$ cat src/rtl/bcp_pkg.sv
package bcp_pkg;

    typedef enum logic [1:0] {
        ST_PASS = 2'd0,
        ST_HIGH = 2'd1,
        ST_LOW  = 2'd2
    } bcp_state_e;

endpackage

$ cat src/rtl/bcp_decode.sv
// Splits a setting into its divide flag and the last count of a half period.
module bcp_decode #(
    parameter int SEL_W  = 3,
    parameter int HALF_W = 3
) (
    input  logic [SEL_W-1:0]  sel,
    output logic              divide,
    output logic [HALF_W-1:0] half_last
);
    localparam int EXP_W = SEL_W - 1;

    logic [EXP_W-1:0] exp_m1;

    assign divide = sel[SEL_W-1];
    assign exp_m1 = sel[EXP_W-1:0];

    // half length = 2**exp_m1, so its last count has exp_m1 low ones
    always_comb begin
        for (int i = 0; i < HALF_W; i++) begin
            half_last[i] = divide && (i < int'(exp_m1));
        end
    end
endmodule

$ cat src/rtl/bcp_pending.sv
// Holds a requested setting until the sequencer applies it.
module bcp_pending #(
    parameter int SEL_W   = 3,
    parameter int MAX_DIV = 16
) (
    input  logic             clk,
    input  logic             rst_n,
    input  logic             wr,
    input  logic [SEL_W-1:0] code_in,
    input  logic             apply,
    output logic             pend_valid,
    output logic [SEL_W-1:0] pend_code
);
    localparam int WAIT_W = $clog2(MAX_DIV) + 1;

    logic [WAIT_W-1:0] wait_cnt;

    always_ff @(posedge clk) begin
        if (!rst_n) begin
            pend_valid <= 1'b0;
            pend_code  <= '0;
        end else if (wr) begin
            pend_valid <= 1'b1;
            pend_code  <= code_in;
        end else if (apply) begin
            pend_valid <= 1'b0;
        end
    end

    // age of the outstanding request, used only by the bound check
    always_ff @(posedge clk) begin
        if (!rst_n || wr) begin
            wait_cnt <= '0;
        end else if (pend_valid && !apply && (wait_cnt != {WAIT_W{1'b1}})) begin
            wait_cnt <= wait_cnt + 1'b1;
        end
    end

    p_apply_bound_r6: assert property (@(posedge clk) disable iff (!rst_n)
        pend_valid |-> (int'(wait_cnt) < MAX_DIV));

    p_latest_wins_r8: assert property (@(posedge clk) disable iff (!rst_n)
        wr |=> (pend_valid && (pend_code == $past(code_in))));

    p_no_strobe_r9: assert property (@(posedge clk) disable iff (!rst_n)
        (!wr && !apply) |=> ($stable(pend_code) && $stable(pend_valid)));
endmodule

$ cat src/rtl/bcp_fsm.sv
// Sequencer: undivided mode, first half and second half of a divided period.
module bcp_fsm
    import bcp_pkg::*;
#(
    parameter int HALF_W = 3
) (
    input  logic              clk,
    input  logic              rst_n,
    input  logic              wr,
    input  logic              pend_valid,
    input  logic              pend_divide,
    input  logic [HALF_W-1:0] pend_half_last,
    output logic              apply,
    output logic              div_clk,
    output logic              div_en
);
    bcp_state_e        state, state_nxt;
    logic [HALF_W-1:0] cnt;
    logic [HALF_W-1:0] act_half_last;
    logic              half_done;
    logic              period_end;

    assign half_done  = (cnt == act_half_last);
    assign period_end = (state == ST_PASS) || ((state == ST_LOW) && half_done);
    // a write on the boundary edge defers the request to the next boundary
    assign apply      = period_end && pend_valid && !wr;

    always_comb begin
        state_nxt = state;
        unique case (state)
            ST_PASS: state_nxt = (apply && pend_divide) ? ST_HIGH : ST_PASS;
            ST_HIGH: state_nxt = half_done ? ST_LOW : ST_HIGH;
            ST_LOW: begin
                if (half_done) begin
                    state_nxt = (apply && !pend_divide) ? ST_PASS : ST_HIGH;
                end
            end
            default: state_nxt = ST_PASS;
        endcase
    end

    always_ff @(posedge clk) begin
        if (!rst_n) begin
            state <= ST_PASS;
        end else begin
            state <= state_nxt;
        end
    end

    always_ff @(posedge clk) begin
        if (!rst_n) begin
            cnt           <= '0;
            act_half_last <= '0;
        end else begin
            if ((state == ST_PASS) || half_done) begin
                cnt <= '0;
            end else begin
                cnt <= cnt + 1'b1;
            end
            if (apply) begin
                act_half_last <= pend_divide ? pend_half_last : '0;
            end
        end
    end

    always_comb begin
        unique case (state)
            ST_PASS: begin
                div_clk = 1'b1;
                div_en  = 1'b1;
            end
            ST_HIGH: begin
                div_clk = 1'b1;
                div_en  = 1'b0;
            end
            ST_LOW: begin
                div_clk = 1'b0;
                div_en  = half_done;
            end
            default: begin
                div_clk = 1'b1;
                div_en  = 1'b1;
            end
        endcase
    end

    p_pass_outputs_r2: assert property (@(posedge clk) disable iff (!rst_n)
        (state == ST_PASS) |-> (div_en && div_clk));

    p_cnt_range_r3: assert property (@(posedge clk) disable iff (!rst_n)
        cnt <= act_half_last);

    p_half_steady_r4: assert property (@(posedge clk) disable iff (!rst_n)
        ((state != ST_PASS) && (cnt != '0)) |-> $stable(div_clk));

    p_en_before_rise_r5: assert property (@(posedge clk) disable iff (!rst_n)
        div_en |=> div_clk);

    p_rise_after_en_r5: assert property (@(posedge clk) disable iff (!rst_n)
        $rose(div_clk) |-> $past(div_en));

    p_new_from_high_r10: assert property (@(posedge clk) disable iff (!rst_n)
        (apply && pend_divide) |=> ((state == ST_HIGH) && (cnt == '0)));
endmodule

$ cat src/rtl/bus_clk_prescaler.sv
module bus_clk_prescaler #(
    parameter int SEL_W = 3
) (
    input  logic             clk,
    input  logic             rst_n,
    input  logic [SEL_W-1:0] code_sel,
    input  logic             code_wr,
    output logic             div_clk,
    output logic             div_en
);
    localparam int EXP_W   = SEL_W - 1;
    localparam int MAX_EXP = 2 ** EXP_W;
    localparam int MAX_DIV = 2 ** MAX_EXP;
    localparam int HALF_W  = (MAX_EXP > 1) ? (MAX_EXP - 1) : 1;

    logic             pend_valid;
    logic [SEL_W-1:0] pend_code;
    logic             pend_divide;
    logic [HALF_W-1:0] pend_half_last;
    logic             apply;

    bcp_pending #(
        .SEL_W   (SEL_W),
        .MAX_DIV (MAX_DIV)
    ) u_pending (
        .clk        (clk),
        .rst_n      (rst_n),
        .wr         (code_wr),
        .code_in    (code_sel),
        .apply      (apply),
        .pend_valid (pend_valid),
        .pend_code  (pend_code)
    );

    bcp_decode #(
        .SEL_W  (SEL_W),
        .HALF_W (HALF_W)
    ) u_decode (
        .sel       (pend_code),
        .divide    (pend_divide),
        .half_last (pend_half_last)
    );

    bcp_fsm #(
        .HALF_W (HALF_W)
    ) u_fsm (
        .clk            (clk),
        .rst_n          (rst_n),
        .wr             (code_wr),
        .pend_valid     (pend_valid),
        .pend_divide    (pend_divide),
        .pend_half_last (pend_half_last),
        .apply          (apply),
        .div_clk        (div_clk),
        .div_en         (div_en)
    );

    p_reset_idle_r1: assert property (@(posedge clk)
        !rst_n |=> (div_en && div_clk && !pend_valid));
endmodule

$ cat config.mk
export PLATFORM = sky130hd
export DESIGN_NAME = bus_clk_prescaler
export DESIGN_NICKNAME = d
export VERILOG_FILES = /design/src/rtl/bcp_pkg.sv /design/src/rtl/bcp_decode.sv /design/src/rtl/bcp_pending.sv /design/src/rtl/bcp_fsm.sv /design/src/rtl/bus_clk_prescaler.sv
export SDC_FILE = /design/constraint.sdc
export NUM_CORES = 1
export LEC_CHECK = 0
export BUFFER_PORTS_ARGS = -buffer_cell sky130_fd_sc_hd__buf_4
export CORE_AREA = 4 4 41 43
export CTS_CLUSTER_DIAMETER = 60
export DETAILED_ROUTE_END_ITERATION = 6
export DIE_AREA = 0 0 45 47
export SETUP_SLACK_MARGIN = 0.15
export SLEW_MARGIN = 20
export SYNTH_ARGS = -nofsm -noshare
export SYNTH_HDL_FRONTEND = slang
export SYNTH_SLANG_ARGS = --single-unit
$ cat constraint.sdc
create_clock -name clk -period 1.6 [get_ports clk]
set_clock_uncertainty 0.1 [all_clocks]
set_input_delay 0.08 -clock clk [delete_from_list [all_inputs] [get_ports clk]]
set_output_delay 0.08 -clock clk [all_outputs]
set_load 0.05 [all_outputs]
==> run metrics <==
Min-Delay Path Class in2reg; clk buf depth 2; GR peak layer met2; wire per inst approximately 12 um; number of global-route vias before repair 380; outcome finished with violations; Synth area leader dfxtp_1; IO Count 8; Final Slew Violations 0; sequential power share 51.6%; final-report hold violation count 0; Final GP Congestion 0.746; Die Span X 45 um; Routed WL 1.06 mm; nets 78; CTS tree done; met1 usage 14.2%; Critical Path AT 1.47 ns; number of diodes 0; Int Pwr 472 uW; post-route ant nets 0; EDFF count, synth 0; design area between 700 and 800 um2; CTS buffer count 3; first-pass GRT wire length 1.70 mm; area delta synth->final 36.1%; clock group share of total power 40.3%; DP Wirelength about 660 um; vias per cell 5.14; cell count after synthesis 55; Core Area about 0.0013 mm2; Starting DRT DRC Count 5; critical path startpoint category flop; DP Area 637 um2; Die Height 47 um; fin crit period 1.65 ns; syn_nets 62; CTS sink count 12; initial cell density of the core 43.4%; NetSw 135 uW; switching part of the total 22.3%; total die area between 0.002 and 0.0025 mm2; post-synth top area share between 40% and 50%; met3 Track Usage GR 6.90%; vias post-DR approximately 440; Post-Syn Area 564 um2; Worst-Skew Late Latency ~0.28 ns; slack of the critical path -0.0480 ns; fmax roughly 610 MHz; TNS Setup -0.0480 ns; CTS Root Cell clkbuf_4; clock slew at reported path FFs 0.08 ns; Pleak 0.000317 uW; final cell count without fillers 85; syn avg cell area 10.3 um2; FF/Latch Area 244 um2; CP Capture Type output port; Synth Register Bits 12; Overflow after GRT 0; FILL cells 112; Most used DFF post-synth dfxtp_1; area of the multi-input gates 349 um2; Pwr per Cell Area a little under 800 mW/mm2; sequential-to-total area share from yosys stat 42.6%; fin util roughly 59%; dominant cells by area after synthesis dfxtp_1 43%, mux2i_1 11%, xor2_1 4.7%, o31ai_4 3.8%, nand3b_4 3.5%; synth warn 0; fin crit share 103%; # port buffers 7; Worst R2R Start u_fsm.act_half_last[0]; Max rail drop VDD ~0.47 mV; largest net degree at the start of global routing 14; layout cells sized above 1 40.0%; total global-route track usage 12.1%; Max-Cap Viols 0; # setup viols final 1; commonest cells in the netlist 12 x dfxtp_1, 6 x mux2i_1, 4 x nand2_1; critical path type reg2out; Max-slew headroom between 70% and 80%; initial antenna violation count 0; H-tree level count 1; min-delay src rst_n; Tot Pwr between 600 and 700 uW; RSZ-0062 raised after global routing true; row cnt 13; Worst Tran Pin Value just over 0.4 ns; Remaining DRCs 0; TritonRoute pass-1 iters 3; WP data required 1.42 ns; number of distinct library cells after synthesis 27; met2 usage 16.4%; violated checks negative setup slack; Critical Path Source u_fsm.act_half_last[0]; dpl cells 74; Worst Path Max Fanout 2; top-count cell post-synth dfxtp_1; ys async rst share 0%; Comb power frac 8.0%
-- final cells by class --
class                   instances  share of cell area [%]
multi-input cells              39                    45.4
well taps                      15                    2.44
inverters                       1                   0.489
flip-flops and latches         12                    31.8
clock buffers                   4                    4.72
repair buffers                 14                    15.1
-- sequential cells by signal, summed over array words and instances (netlist names) --
register / cells
u_fsm.act_half_last: 3
u_pending.pend_code: 3
u_fsm.cnt: 3
u_pending.pend_valid: 1
u_fsm.state: 2
-- kinds of logic after synthesis --
kind of cell	after synthesis	share of synthesized area (%)
xor gates and xnor gates	4	6.21
DFF	12	42.6
adders and majority gates	1	2.22
muxes	7	12.6
and+or+nand+nor	19	21.5
buffers and inverters	4	2.88
AOI/OAI and AO/OA	8	12.0
-- cells in the final DEF, fill, tap and decap left out, types with 2 or more instances in the layout --
master and count:
dfxtp_1 9, o21ai_0 2, nand2_1 4, buf_4 10, mux2i_1 6, nor3_1 2
clkbuf_4 3, dlygate4sd3_1 3, xor2_2 3, dfxtp_2 3, nor2b_1 3
-- power groups by stage --
stage / Combinational, uW / Sequential, uW / Clock, uW
after floorplan: 30.4 / 317 / 0
after detailed placement: 42.1 / 320 / 0
final: 48.8 / 313 / 245
after CTS: 48.6 / 313 / 250
after global placement: 42.4 / 320 / 0
after global routing: 52.8 / 314 / 270
-- critical path, cell delays in order, from the launching register on --
cell     delay (ns)
dfxtp_2        0.34
xor2_2         0.19
o31ai_4        0.31
nor2_4         0.06
a21oi_4        0.12
buf_6          0.16
-- per-stage QoR --
step,setup slack (ns),hold slack [ns]
floorplan,0.170,0.149
global placement,0.145,0.240
detailed placement,0.119,0.244
CTS,-0.0402,0.0000558
global route,-0.108,0.00301
finish,-0.0480,0.00170
-- path summary, 6_finish.rpt --
kind,endpoint,slack [ns],depth (start not counted)
max,div_en,-0.05,5
min,u_fsm.state[1],0.002,2
max reg2reg,u_fsm.act_half_last[1],0.04,6
min reg2reg,u_fsm.cnt[0],0.37,1
-- repair_timing --
| action | CTS | global route |
|---|---|---|
| hold buffers | 3 | 0 |
| resized for setup | 5 | 3 |
| setup buffers | 3 | 1 |
| endpoints found under the setup margin | 1 | 6 |
| hold endpoints to repair | 3 | 0 |
| pin swaps | 2 | 2 |
-- routing by layer --
layer / vias to the layer above / share of wire [%]
met5: - / 0
met4: 0 / 2.6
met3: 4 / 6.3
met2: 9 / 49
met1: 205 / 42
li1: 219 / -
No activity file was read; power rests on OpenSTA's default activity.
